--- src/rtl/tbt_pkg.sv ---
package tbt_pkg;

    typedef enum logic {
        ACC_RD = 1'b0,
        ACC_WR = 1'b1
    } acc_dir_e;

    // Turnaround bubble for a direction change
    function automatic int unsigned pick_bubble(
        input acc_dir_e    prev_dir,
        input acc_dir_e    cur_dir,
        input logic        same_bank,
        input int unsigned bub_rw,
        input int unsigned bub_wr
    );
        if (prev_dir == ACC_RD && cur_dir == ACC_WR)
            return bub_rw;
        else if (prev_dir == ACC_WR && cur_dir == ACC_RD && same_bank)
            return bub_wr;
        else
            return 0;
    endfunction

endpackage

--- src/rtl/tbt_bank_table.sv ---
module tbt_bank_table #(
    parameter int NUM_BANKS = 4,
    parameter int ROW_W     = 8,
    parameter int TIME_W    = 32,
    parameter int HIST_W    = 8,
    localparam int BANK_W   = (NUM_BANKS > 1) ? $clog2(NUM_BANKS) : 1
) (
    input  logic              clk,
    input  logic              rst,
    input  logic [BANK_W-1:0] rd_bank_i,
    output logic [ROW_W-1:0]  rd_row_o,
    output logic [TIME_W-1:0] rd_until_o,
    output logic [HIST_W-1:0] rd_hist_o,
    input  logic              wr_en_i,
    input  logic [ROW_W-1:0]  wr_row_i,
    input  logic [TIME_W-1:0] wr_until_i,
    input  logic [HIST_W-1:0] wr_hist_i
);

    logic [ROW_W-1:0]  row_q   [NUM_BANKS];
    logic [TIME_W-1:0] until_q [NUM_BANKS];
    logic [HIST_W-1:0] hist_q  [NUM_BANKS];

    always_ff @(posedge clk) begin
        if (rst) begin
            for (int b = 0; b < NUM_BANKS; b++) begin
                row_q[b]   <= '0;
                until_q[b] <= '0;
                hist_q[b]  <= '0;
            end
        end else if (wr_en_i) begin
            row_q[rd_bank_i]   <= wr_row_i;
            until_q[rd_bank_i] <= wr_until_i;
            hist_q[rd_bank_i]  <= wr_hist_i;
        end
    end

    assign rd_row_o   = row_q[rd_bank_i];
    assign rd_until_o = until_q[rd_bank_i];
    assign rd_hist_o  = hist_q[rd_bank_i];

endmodule

--- src/rtl/tbt_spacing.sv ---
module tbt_spacing
    import tbt_pkg::*;
#(
    parameter int TIME_W = 32,
    parameter int T_CYC  = 10,
    parameter int T_PKT  = 4,
    parameter int T_R2R  = 8,
    parameter int T_PRE  = 10,
    parameter int BUB_RW = 3,
    parameter int BUB_WR = 5
) (
    input  logic              same_bank_i,
    input  logic              need_pre_i,
    input  acc_dir_e          prev_dir_i,
    input  acc_dir_e          cur_dir_i,
    input  logic [TIME_W-1:0] now_i,
    input  logic [TIME_W-1:0] row_free_i,
    input  logic [TIME_W-1:0] col_free_i,
    input  logic [TIME_W-1:0] dat_free_i,
    output logic [TIME_W-1:0] row_free_o,
    output logic [TIME_W-1:0] col_free_o,
    output logic [TIME_W-1:0] dat_free_o
);

    localparam logic [TIME_W-1:0] SAME_STEP = TIME_W'(T_CYC - T_PKT);
    localparam logic [TIME_W-1:0] DIFF_STEP = TIME_W'(T_R2R);
    localparam logic [TIME_W-1:0] PRE_GAP   = TIME_W'(T_PRE);

    logic [TIME_W-1:0] row_adv;
    logic [TIME_W-1:0] row_floor;
    logic [TIME_W-1:0] bubble;

    always_comb begin
        row_adv   = row_free_i + (same_bank_i ? SAME_STEP : DIFF_STEP);
        row_floor = now_i + PRE_GAP;
        if (need_pre_i && row_adv < row_floor)
            row_free_o = row_floor;
        else
            row_free_o = row_adv;
        bubble = TIME_W'(pick_bubble(prev_dir_i, cur_dir_i, same_bank_i,
                                     BUB_RW, BUB_WR));
        col_free_o = col_free_i + bubble;
        dat_free_o = dat_free_i + bubble;
    end

endmodule

--- src/rtl/turn_bubble_tracker.sv ---
module turn_bubble_tracker
    import tbt_pkg::*;
#(
    parameter int NUM_BANKS = 4,
    parameter int ROW_W     = 8,
    parameter int TIME_W    = 32,
    parameter int HIST_W    = 8,
    parameter int T_CYC     = 10,
    parameter int T_PKT     = 4,
    parameter int T_R2R     = 8,
    parameter int T_PRE     = 10,
    parameter int BUB_RW    = 3,
    parameter int BUB_WR    = 5,
    parameter int ROW_HOLD  = 20,
    localparam int BANK_W   = (NUM_BANKS > 1) ? $clog2(NUM_BANKS) : 1
) (
    input  logic              clk,
    input  logic              rst,
    input  logic              req_valid_i,
    input  logic [BANK_W-1:0] req_bank_i,
    input  logic [ROW_W-1:0]  req_row_i,
    input  logic              req_wr_i,
    input  logic [TIME_W-1:0] req_now_i,
    output logic              rsp_valid_o,
    output logic [TIME_W-1:0] row_free_o,
    output logic [TIME_W-1:0] col_free_o,
    output logic [TIME_W-1:0] dat_free_o,
    output logic              rsp_hit_o,
    output logic              rsp_pre_o,
    output logic [HIST_W-1:0] rsp_hist_o
);

    localparam logic [TIME_W-1:0] HOLD_T = TIME_W'(ROW_HOLD);

    logic [BANK_W-1:0] prev_bank_q;
    acc_dir_e          prev_dir_q;
    acc_dir_e          cur_dir;

    logic [ROW_W-1:0]  tab_row;
    logic [TIME_W-1:0] tab_until;
    logic [HIST_W-1:0] tab_hist;
    logic [HIST_W-1:0] hist_nx;

    logic same_bank, row_match, row_open, is_hit, need_pre;
    logic [TIME_W-1:0] row_nx, col_nx, dat_nx;

    assign cur_dir   = req_wr_i ? ACC_WR : ACC_RD;
    assign same_bank = (req_bank_i == prev_bank_q);
    assign row_match = (req_row_i == tab_row);
    assign row_open  = (tab_until > req_now_i);
    assign is_hit    = row_match && row_open;
    assign need_pre  = !row_match && row_open;
    assign hist_nx   = {tab_hist[HIST_W-2:0], row_match};

    tbt_bank_table #(
        .NUM_BANKS (NUM_BANKS),
        .ROW_W     (ROW_W),
        .TIME_W    (TIME_W),
        .HIST_W    (HIST_W)
    ) table_i (
        .clk        (clk),
        .rst        (rst),
        .rd_bank_i  (req_bank_i),
        .rd_row_o   (tab_row),
        .rd_until_o (tab_until),
        .rd_hist_o  (tab_hist),
        .wr_en_i    (req_valid_i),
        .wr_row_i   (req_row_i),
        .wr_until_i (req_now_i + HOLD_T),
        .wr_hist_i  (hist_nx)
    );

    tbt_spacing #(
        .TIME_W (TIME_W),
        .T_CYC  (T_CYC),
        .T_PKT  (T_PKT),
        .T_R2R  (T_R2R),
        .T_PRE  (T_PRE),
        .BUB_RW (BUB_RW),
        .BUB_WR (BUB_WR)
    ) spacing_i (
        .same_bank_i (same_bank),
        .need_pre_i  (need_pre),
        .prev_dir_i  (prev_dir_q),
        .cur_dir_i   (cur_dir),
        .now_i       (req_now_i),
        .row_free_i  (row_free_o),
        .col_free_i  (col_free_o),
        .dat_free_i  (dat_free_o),
        .row_free_o  (row_nx),
        .col_free_o  (col_nx),
        .dat_free_o  (dat_nx)
    );

    always_ff @(posedge clk) begin
        if (rst) begin
            prev_bank_q <= '0;
            prev_dir_q  <= ACC_RD;
            rsp_valid_o <= 1'b0;
            row_free_o  <= '0;
            col_free_o  <= '0;
            dat_free_o  <= '0;
            rsp_hit_o   <= 1'b0;
            rsp_pre_o   <= 1'b0;
            rsp_hist_o  <= '0;
        end else begin
            rsp_valid_o <= req_valid_i;
            if (req_valid_i) begin
                prev_bank_q <= req_bank_i;
                prev_dir_q  <= cur_dir;
                row_free_o  <= row_nx;
                col_free_o  <= col_nx;
                dat_free_o  <= dat_nx;
                rsp_hit_o   <= is_hit;
                rsp_pre_o   <= need_pre;
                rsp_hist_o  <= hist_nx;
            end
        end
    end


    rsp_follows_req_chk: assert property (@(posedge clk) disable iff (rst)
        req_valid_i |=> rsp_valid_o);


    idle_hold_chk: assert property (@(posedge clk) disable iff (rst)
        !rsp_valid_o |-> ($stable(row_free_o) && $stable(col_free_o) && $stable(dat_free_o)));


    col_dat_lockstep_chk: assert property (@(posedge clk) disable iff (rst)
        rsp_valid_o |-> ((col_free_o - $past(col_free_o)) == (dat_free_o - $past(dat_free_o))));


    pre_floor_chk: assert property (@(posedge clk) disable iff (rst)
        (rsp_valid_o && rsp_pre_o) |-> (row_free_o >= $past(req_now_i) + TIME_W'(T_PRE)));


    hit_sets_hist_chk: assert property (@(posedge clk) disable iff (rst)
        (rsp_valid_o && rsp_hit_o) |-> rsp_hist_o[0]);


    hit_not_pre_chk: assert property (@(posedge clk) disable iff (rst)
        rsp_valid_o |-> !(rsp_hit_o && rsp_pre_o));

endmodule

--- config.mk ---
export PLATFORM = sky130hd
export DESIGN_NAME = turn_bubble_tracker
export DESIGN_NICKNAME = d
export VERILOG_FILES = /design/src/rtl/tbt_pkg.sv /design/src/rtl/tbt_bank_table.sv /design/src/rtl/tbt_spacing.sv /design/src/rtl/turn_bubble_tracker.sv
export SDC_FILE = /design/constraint.sdc
export NUM_CORES = 1
export LEC_CHECK = 0
export ABC_AREA = 1
export BUFFER_PORTS_ARGS = -buffer_cell sky130_fd_sc_hd__buf_2
export CORE_MARGIN = 8
export CORE_UTILIZATION = 35
export CTS_BUF_LIST = sky130_fd_sc_hd__clkbuf_2 sky130_fd_sc_hd__clkbuf_4 sky130_fd_sc_hd__clkbuf_8
export CTS_CLUSTER_DIAMETER = 60
export DETAILED_ROUTE_END_ITERATION = 10
export SLEW_MARGIN = 25
export SYNTH_ARGS = -nofsm -noshare
export SYNTH_HDL_FRONTEND = slang
export SYNTH_HIERARCHICAL = 1
export SYNTH_SLANG_ARGS = --single-unit
--- constraint.sdc ---
create_clock -name clk -period 7.4 [get_ports clk]
set_clock_uncertainty 0.05 [all_clocks]
set_input_delay 2.22 -clock clk [delete_from_list [all_inputs] [get_ports clk]]
set_output_delay 2.22 -clock clk [all_outputs]
set_load 0.01 [all_outputs]
== Word-level counts from Yosys, hierarchy flattened ==
Memory sizes are Yosys's and may differ from the RTL's.
Index checks and enable logic that the tools add are counted.

* Register bits: 110
* Memory bits (writable): 192
* Bits of input ports: 46
* Output and inout bits: 107
* Word-level logic and storage cells: 52
* Memories: 3

{| class="wikitable"
|+ Memory list
! name !! words !! bits a word !! read ports !! clocked after memory_dff !! wr ports !! line !! source
|-
| table_i.until_q || 4 || 32 || 1 || 0 || 4 || tbt_bank_table.sv:21 || <nowiki>logic [TIME_W-1:0] until_q [NUM_BANKS];</nowiki>
|-
| table_i.hist_q || 4 || 8 || 1 || 0 || 4 || tbt_bank_table.sv:22 || <nowiki>logic [HIST_W-1:0] hist_q [NUM_BANKS];</nowiki>
|-
| table_i.row_q || 4 || 8 || 1 || 0 || 4 || tbt_bank_table.sv:20 || <nowiki>logic [ROW_W-1:0] row_q [NUM_BANKS];</nowiki>
|}

* Add/subtract/negate cells: 5
* $lt $le $gt $ge: 2
* Equality and inequality tests: 2
* Muxes and demuxes: 19
* Bitwise logic cells: 2
* Reduce and logical (&&, ||, !) cells: 10

{| class="wikitable"
|+ Operators by type and width
! cell !! number
|-
| 32-bit adder || 3
|-
| 32-bit 2-to-1 mux || 2
|-
| 32-bit by 4-bit adder with 32-bit output (second input constant) || 1
|-
| 32-bit by 5-bit adder with 32-bit output (second input constant) || 1
|-
| 32-bit > comparator || 1
|-
| 32-bit less-than comparator || 1
|-
| 32-bit OR reduction || 1
|-
| 8-bit 2-to-1 mux || 2
|-
| 8-bit OR reduction || 2
|-
| 1-bit 2-to-1 mux || 9
|-
| 8-bit == test || 1
|-
| 1-bit logical AND || 6
|-
| 2-bit 2-to-1 mux || 3
|-
| 3-bit 2-to-1 mux || 2
|-
| 4-bit 2-to-1 mux || 1
|-
| 2-bit == test || 1
|-
| 1-bit NOT || 2
|-
| 1-bit logical NOT || 1
|}

== Logic depth before layout (Yosys ltp) ==
Gate-level depths: netlist of run 1.

* Depth in word-level cells: 7
* Depth in mapped cells: 32
* Depth with buffers taken out: 28

== Cells and area by module ==
The synthesis of run 1 kept the hierarchy.

{| class="wikitable"
|+ Modules (own cells, without submodules)
! module !! times used !! cells an instance !! area each (µm²) !! sequential area each (µm²)
|-
| tbt_bank_table || 1 || 1,031 || 9,186.3 || 5,765.5
|-
| turn_bubble_tracker || 1 || 756 || 5,371.4 || 2,202.1
|-
| tbt_spacing || 1 || 874 || 4,827.1 || 0.0
|}

== Least setup slack after synthesis of run 1 ==
No wires, ideal clock.

* Path type: input port to flip-flop
* Start: in req_bank_i[0]
* End: mem table_i.hist_q[2][0], enable pin
* Library setup time: 0.520 ns
* Data arrival time: 6.048 ns
* Setup slack: 0.782 ns
* Stages: 5
* Buffers on the path: 2
* Path through: buf_4 -> inv_4 -> nand2_2 -> buf_6 -> o21ai_0

{| class="wikitable"
|+ RTL lines
! element !! line !! source
|-
| start, declared || turn_bubble_tracker.sv:20 || <nowiki>input logic [BANK_W-1:0] req_bank_i,</nowiki>
|-
| end, declared || tbt_bank_table.sv:22 ||
|}

== Worst setup path in the final report of run 1 ==
* Start: in req_bank_i[0]
* End: reg row_free_o[5]

{| class="wikitable"
|+ RTL lines
! element !! line !! source
|-
| memory 4 x 32 bit || - ||
|-
| via tab_until[11] || turn_bubble_tracker.sv:40 || <nowiki>logic [TIME_W-1:0] tab_until;</nowiki>
|-
| 32-bit > comparator || turn_bubble_tracker.sv:50 || <nowiki>assign row_open = (tab_until > req_now_i);</nowiki>
|-
| 1-bit logical AND || turn_bubble_tracker.sv:52 || <nowiki>assign need_pre = !row_match && row_open;</nowiki>
|-
| via need_pre || turn_bubble_tracker.sv:44 || <nowiki>logic same_bank, row_match, row_open, is_hit, need_pre;</nowiki>
|-
| 1-bit logical AND || tbt_spacing.sv:36 || <nowiki>if (need_pre_i && row_adv < row_floor)</nowiki>
|-
| 32-bit 2-to-1 mux || tbt_spacing.sv:36 ||
|-
| via row_nx[5] || turn_bubble_tracker.sv:45 || <nowiki>logic [TIME_W-1:0] row_nx, col_nx, dat_nx;</nowiki>
|-
| end signal, assigned || turn_bubble_tracker.sv:111 || <nowiki>row_free_o <= row_nx;</nowiki>
|-
| end, declared || turn_bubble_tracker.sv:25 || <nowiki>output logic [TIME_W-1:0] row_free_o,</nowiki>
|}

The timed path passes the listed nets, and every way through them passes these cells.
A chain may end at the register's enable or synchronous reset.

==> results of run 1 <==
[power groups by stage]
stage	combinational (mW)	sequential, mW	clock, mW
after floorplan	0.508	2.01	0
after global placement	0.761	2.01	0
after detailed placement	0.764	2.01	0
after CTS	0.768	1.98	1.76
after global routing	0.871	1.99	1.83
final	0.764	1.98	1.71
[stage by stage]
step,util (%),cells
after floorplan,-,2641
after global placement,37.6,3417
after detailed placement,37.6,3417
after CTS,39.8,3522
after global routing,39.8,3522
final,39.8,3526
[critical path, delay by kind of cell]
kind,cells,cell delay (ns)
buffers and inverters,5,1.62
adders and majority gates,1,0.32
and+or+nand+nor,17,1.92
AOI/OAI and AO/OA,1,0.12
[per-layer routing]
metal	wire [um]	vias to the layer above	share of wire, %	track usage, %
li1	-	8600	-	-
met1	27100	7895	47	25.0
met2	25600	446	45	28.3
met3	3290	85	5.8	3.05
met4	1100	4	1.9	4.24
met5	26	-	0.045	0
[area by class of cell]
| cell class | instances | area (um^2) |
|---|---|---|
| repair buffers | 174 | 943 |
| clock buffers | 83 | 1020 |
| well taps | 704 | 881 |
| inverters | 434 | 1630 |
| flip-flops and latches | 298 | 7850 |
| multi-input cells | 1807 | 9260 |
| clock inverters | 22 | 171 |
| fillers | 5724 | 32900 |
| diodes | 4 | 10.0 |
[cell usage in the layout, fill, tap and decap left out, types with 3 or more instances in the layout]
cell type / n
nand2_1: 577
nor2_1: 456
inv_1: 417
edfxtp_1: 188
nand3_1: 180
buf_2: 150
o21ai_0: 114
dfxtp_1: 110
xor2_1: 91
nor3_1: 90
ha_1: 74
clkbuf_8: 63
nand4_1: 40
a21oi_1: 35
xnor2_1: 31
buf_4: 23
nand2_2: 21
clkbuf_4: 20
inv_2: 14
nor2_2: 13
nor4_1: 11
nor3_2: 11
nor2_4: 9
clkinv_2: 9
clkinv_1: 9
nand3_2: 8
or2_1: 5
nand3b_1: 5
diode_2: 4
o21a_1: 3
o21ai_2: 3
xnor2_2: 3
fa_1: 3
[flip-flops by register name, indices dropped and copies added, names as in the netlist]
name             flops
prev_dir_q           1
prev_bank_q          2
rsp_pre_o            1
table_i/row_q       32
table_i/hist_q      28
table_i/until_q    128
rsp_hit_o            1
row_free_o          32
col_free_o          32
dat_free_o          32
rsp_valid_o          1
rsp_hist_o           8
[worst paths after layout]
check / from / endpoint / slack [ns] / cells after the start
setup / recovery: req_bank_i[0] / row_free_o[5] / 1.63 / 24
hold / removal: rsp_hit_o / rsp_hit_o / 0.42 / 2
setup reg to reg: prev_bank_q[1] / row_free_o[5] / 2.98 / 26
hold reg to reg: rsp_hit_o / rsp_hit_o / 0.42 / 2
==> results.toml, run 1 <==
[critical_path]
arrival_ns = 6.30
cpPeakStageDelay_ns = 0.71
path_common_cell = "nand2_1"
cp.required_ns = 7.92
crit_chain = "buf_4 > buf_4 > buf_4 > nand2_1 > nand3_1 > nand2_1 > ha_1 > nand4_1 > nor3_1 > nand2_1 > nand2_1 > nand2_1 > nand2_1 > nand3_1 > inv_1 > nand3b_1 > a21oi_1 > nand2_1 > nor2_2 > buf_4 > nand3_1 > nand2_1 > nor2_1 > nor2_1"
path_class = "input pin to flip-flop"
endpoint_kind = "flip-flop"
cp_slowest_cell = "buf_4"
cp-start-kind = "input pin"
critPathMaxFanout = 69

[timing]
maxSlewHeadroom_pct = 32.7
final.setup.tns_ns = 0
finalHoldViolations = 0
hold-worst-slack_ns = 0.423
rsz0062_at_grt = "no"
setup_viol = 0
finalCriticalPeriod_ns = 5.77
drv_slew = 0
tightest_slew_ns = 1.01
fin_ws_ns = 1.63
finalCritPeriodShare_pct = 78.0
fmax_mhz = 173

[cts]
clk_pin_slew_worst_paths_ns = 0.06
cts_max_level = 2
clk_latency_ns = 0.66
cts_sinks = 298
cts_buffers = 57
cts_tree = "built"
clock_path_buffers = 3
cts_setup_buffers = 0
cts_hold_buf = 0
cts_resized = 0
cts-root-buf = "clkbuf_8"

[global_route]
grt_max_degree = 95
grt_pass1_vias = 16000
grt-ovfl-total = 0
grt_pass1_wl_um = 90700
track_usage_pct = 17.8
antenna_found_initial = 4

[power]
p_sw_share_pct = 30.3
pwr-share-seq_pct = 44.4
power_frac_comb_pct = 17.2
p_total_mw = 4.45
cellLeakagePower_nw = 10.6
cellPowerDensity_nw_per_um2 = 204
irDropWorstVdd_mv = 0.126
switching_power_mw = 1.35
p_clk_share_pct = 38.4
internal_power_mw = 3.10

[drt]
first_pass_iters = 6
drt_iter0_markers = 1205
wire_per_inst_um = 16.2
drc = 0
ant_nets = 0
viasPerCell = 4.83
drt_wl_total_um = 57200
via_count = 17000

[cells_and_area]
area_growth_pct = 13.4
drive_gt1_share_pct = 13.0
final_nets = 2895
design_area_um2 = 21800

[logic_synthesis]
synth_cells = 2641
avgSynthCellArea_um2 = 7.27
synth_nets = 2764
ys_warn_count = 6
syn_area_um2 = 19200

[floorplanning]
coreArea_um2 = 54700
rows = 86
initial_utilization_pct = 35.1
die_width_um = 250
io_pins = 153
fp.dieH_um = 250
dieArea_um2 = 62600

[outcome]
status = "completed"

[min_path]
hold_path.class = "flip-flop to flip-flop"

[placed_design]
gp_congestion = 0.908
port-buffer-count = 152
placement.cell_area_um2 = 20600
dp_hpwl_um = 38200
place_ws_ns = 1.06

[flow_run]
max_cap_viol_count = 0
(Power assumes the default switching activity.)
==> run 2: changes to the inputs <==
==> constraint.sdc (replaced) <==
create_clock -name clk -period 5 [get_ports clk]
set_clock_uncertainty 0.05 [all_clocks]
set_input_delay 1.5 -clock clk [delete_from_list [all_inputs] [get_ports clk]]
set_output_delay 1.5 -clock clk [all_outputs]
set_load 0.01 [all_outputs]
==> run 2 against run 1 <==
Count of clock-buffer cells in the layout decreased by 8; non-clock buffer count rose by 79; power increased by 45%; design area increased by 2.8%; critical path depth increased by 3; cell count grew 2.1%; routed wire length grew 1.6%; worst hold slack got worse by 0.0034 ns; first-iteration DRC count rose by 3.9%; combinational power increased by 61%; highest routed layer unchanged.
==> results.toml, run 2 (synthesis gave the netlist of run 1 again) <==
[outcome]
status = "completed"

[floorplanning]
dieArea_um2 = 62600
fp.dieH_um = 250
die_width_um = 250
coreArea_um2 = 54700
rows = 86
io_pins = 153
initial_utilization_pct = 35.1

[min_path]
hold_depth = 2
hold_path.class = "flip-flop to flip-flop"
hold_start = "rsp_hit_o"
whs_endpoint = "rsp_hit_o"

[cells_and_area]
area_growth_pct = 16.5
design_area_um2 = 22400
final-seq-area_um2 = 7850
drive_gt1_share_pct = 15.1
final_nets = 2972
layout_common_cells = "nand2_1, nor2_1, inv_1"
largest_reg_flops = 128
mostFrequentLayoutCell = "nand2_1"
multi_input_area_um2 = 9260
layoutNonFillerInstCount = 3600
fillers = 5712
largest_register = "table_i/until_q"
final_util_pct = 40.9

[power]
power_frac_comb_pct = 19.0
pwr-share-seq_pct = 45.3
cellLeakagePower_nw = 10.9
p_sw_share_pct = 31.0
p_total_mw = 6.46
irDropWorstVdd_mv = 0.162
p_clk_share_pct = 35.7
switching_power_mw = 2.00
internal_power_mw = 4.46
cellPowerDensity_nw_per_um2 = 289

[cts]
cts_max_level = 2
clk_latency_ns = 0.66
cts_sinks = 298
cts-root-buf = "clkbuf_8"
cts_tree = "built"
cts_buffers = 55
cts_hold_buf = 0
clk_pin_slew_worst_paths_ns = 0.07
cts_setup_buffers = 0
cts_resized = 0
clock_path_buffers = 3

[critical_path]
cp.required_ns = 5.54
cp_slowest_cell = "fa_1"
reg2reg_setup_slack_ns = 1.05
crit_buf_inv = 5
worstReg2RegStart = "prev_bank_q[0]"
cpPeakStageDelay_ns = 0.39
arrival_ns = 5.13
r2r.worst_path.cells = 26
path_common_cell = "nand2_1"
critPathMaxFanout = 13
path_class = "input pin to flip-flop"
endpoint_kind = "flip-flop"
r2r-end = "row_free_o[12]"
path_delay_family = "simple AND/OR/NAND/NOR gates"
cp-start-kind = "input pin"

[drt]
via_count = 17400
drt_iter0_markers = 1252
ant_nets = 0
drc = 0
route.met3.wl_um = 4090
routed-wl-met2_um = 25400
m1WireLength_um = 26900
highest_layer = "met5"
drt_wl_total_um = 58100
viasPerCell = 4.83
wire_per_inst_um = 16.1
first_pass_iters = 5

[timing]
finalHoldViolations = 0
fmax_mhz = 218
tightest_slew_ns = 1.01
setup_viol = 0
finalCritPeriodShare_pct = 91.7
finalCriticalPeriod_ns = 4.59
maxSlewHeadroom_pct = 32.7
rsz0062_at_grt = "no"
fin_ws_ns = 0.413
drv_slew = 0

[global_route]
antenna_found_initial = 7
grt_pass1_wl_um = 92200
grt_max_degree = 101
grt_pass1_vias = 16500
grt-ovfl-total = 0
track_usage_pct = 18.2

[placed_design]
dp_hpwl_um = 39900
placement.cell_area_um2 = 21300
port-buffer-count = 152
gp_congestion = 0.926
place_ws_ns = -0.203
placed_cells = 3496

[flow_run]
max_cap_viol_count = 0
run 2: per-layer routing:
| metal | vias up | global-route usage, % |
|---|---|---|
| met1 | 7961 | 24.8 |
| met5 | - | 0 |
| met4 | 6 | 6.30 |
| met2 | 538 | 28.7 |
| met3 | 115 | 3.30 |
| li1 | 8758 | - |
run 2: per-stage QoR:
step           hold WS, ns  TNS (ns)
2_1_floorplan        0.433         0
3_3_place_gp         0.405     -2.96
3_5_place_dp         0.406     -5.96
4_1_cts              0.418         0
5_1_grt              0.448         0
6_report             0.419         0
run 2: worst min-delay path, delay by kind of cell, from the launching register on:
kind	cells	cell delay [ns]
AOI/OAI and AO/OA	1	0.06
DFF	1	0.31
and+or+nand+nor	1	0.06
run 2: how the worst max path moves through the flow:
| stage | from | slack (ns) | cells after the start | endpoint |
|---|---|---|---|---|
| floorplan | req_bank_i[0] | 0.23 | 27 | row_free_o[17] |
| global placement | req_bank_i[0] | -0.12 | 27 | row_free_o[18] |
| detailed placement | req_bank_i[0] | -0.20 | 27 | row_free_o[1] |
| CTS | req_bank_i[0] | 0.49 | 27 | row_free_o[12] |
| global route | req_bank_i[0] | 0.03 | 27 | row_free_o[12] |
| finish | req_bank_i[0] | 0.41 | 27 | row_free_o[12] |
run 2: cell type report:
type	instances	share of cell area, %
antenna	3	0.0336
clock buffer	75	4.17
clock inverter	26	0.593
inverter	434	7.30
multi-input combinational	1807	41.4
sequential	298	35.1
tap	704	3.94
timing repair buffer	253	7.48
run 2: power by group through the flow:
stage / sequential (mW) / combinational, mW / clock [mW]
after floorplan: 2.97 / 0.752 / 0
after global placement: 2.97 / 1.22 / 0
after detailed placement: 2.97 / 1.23 / 0
after CTS: 2.92 / 1.24 / 2.39
after global routing: 2.95 / 1.40 / 2.48
final: 2.92 / 1.23 / 2.31
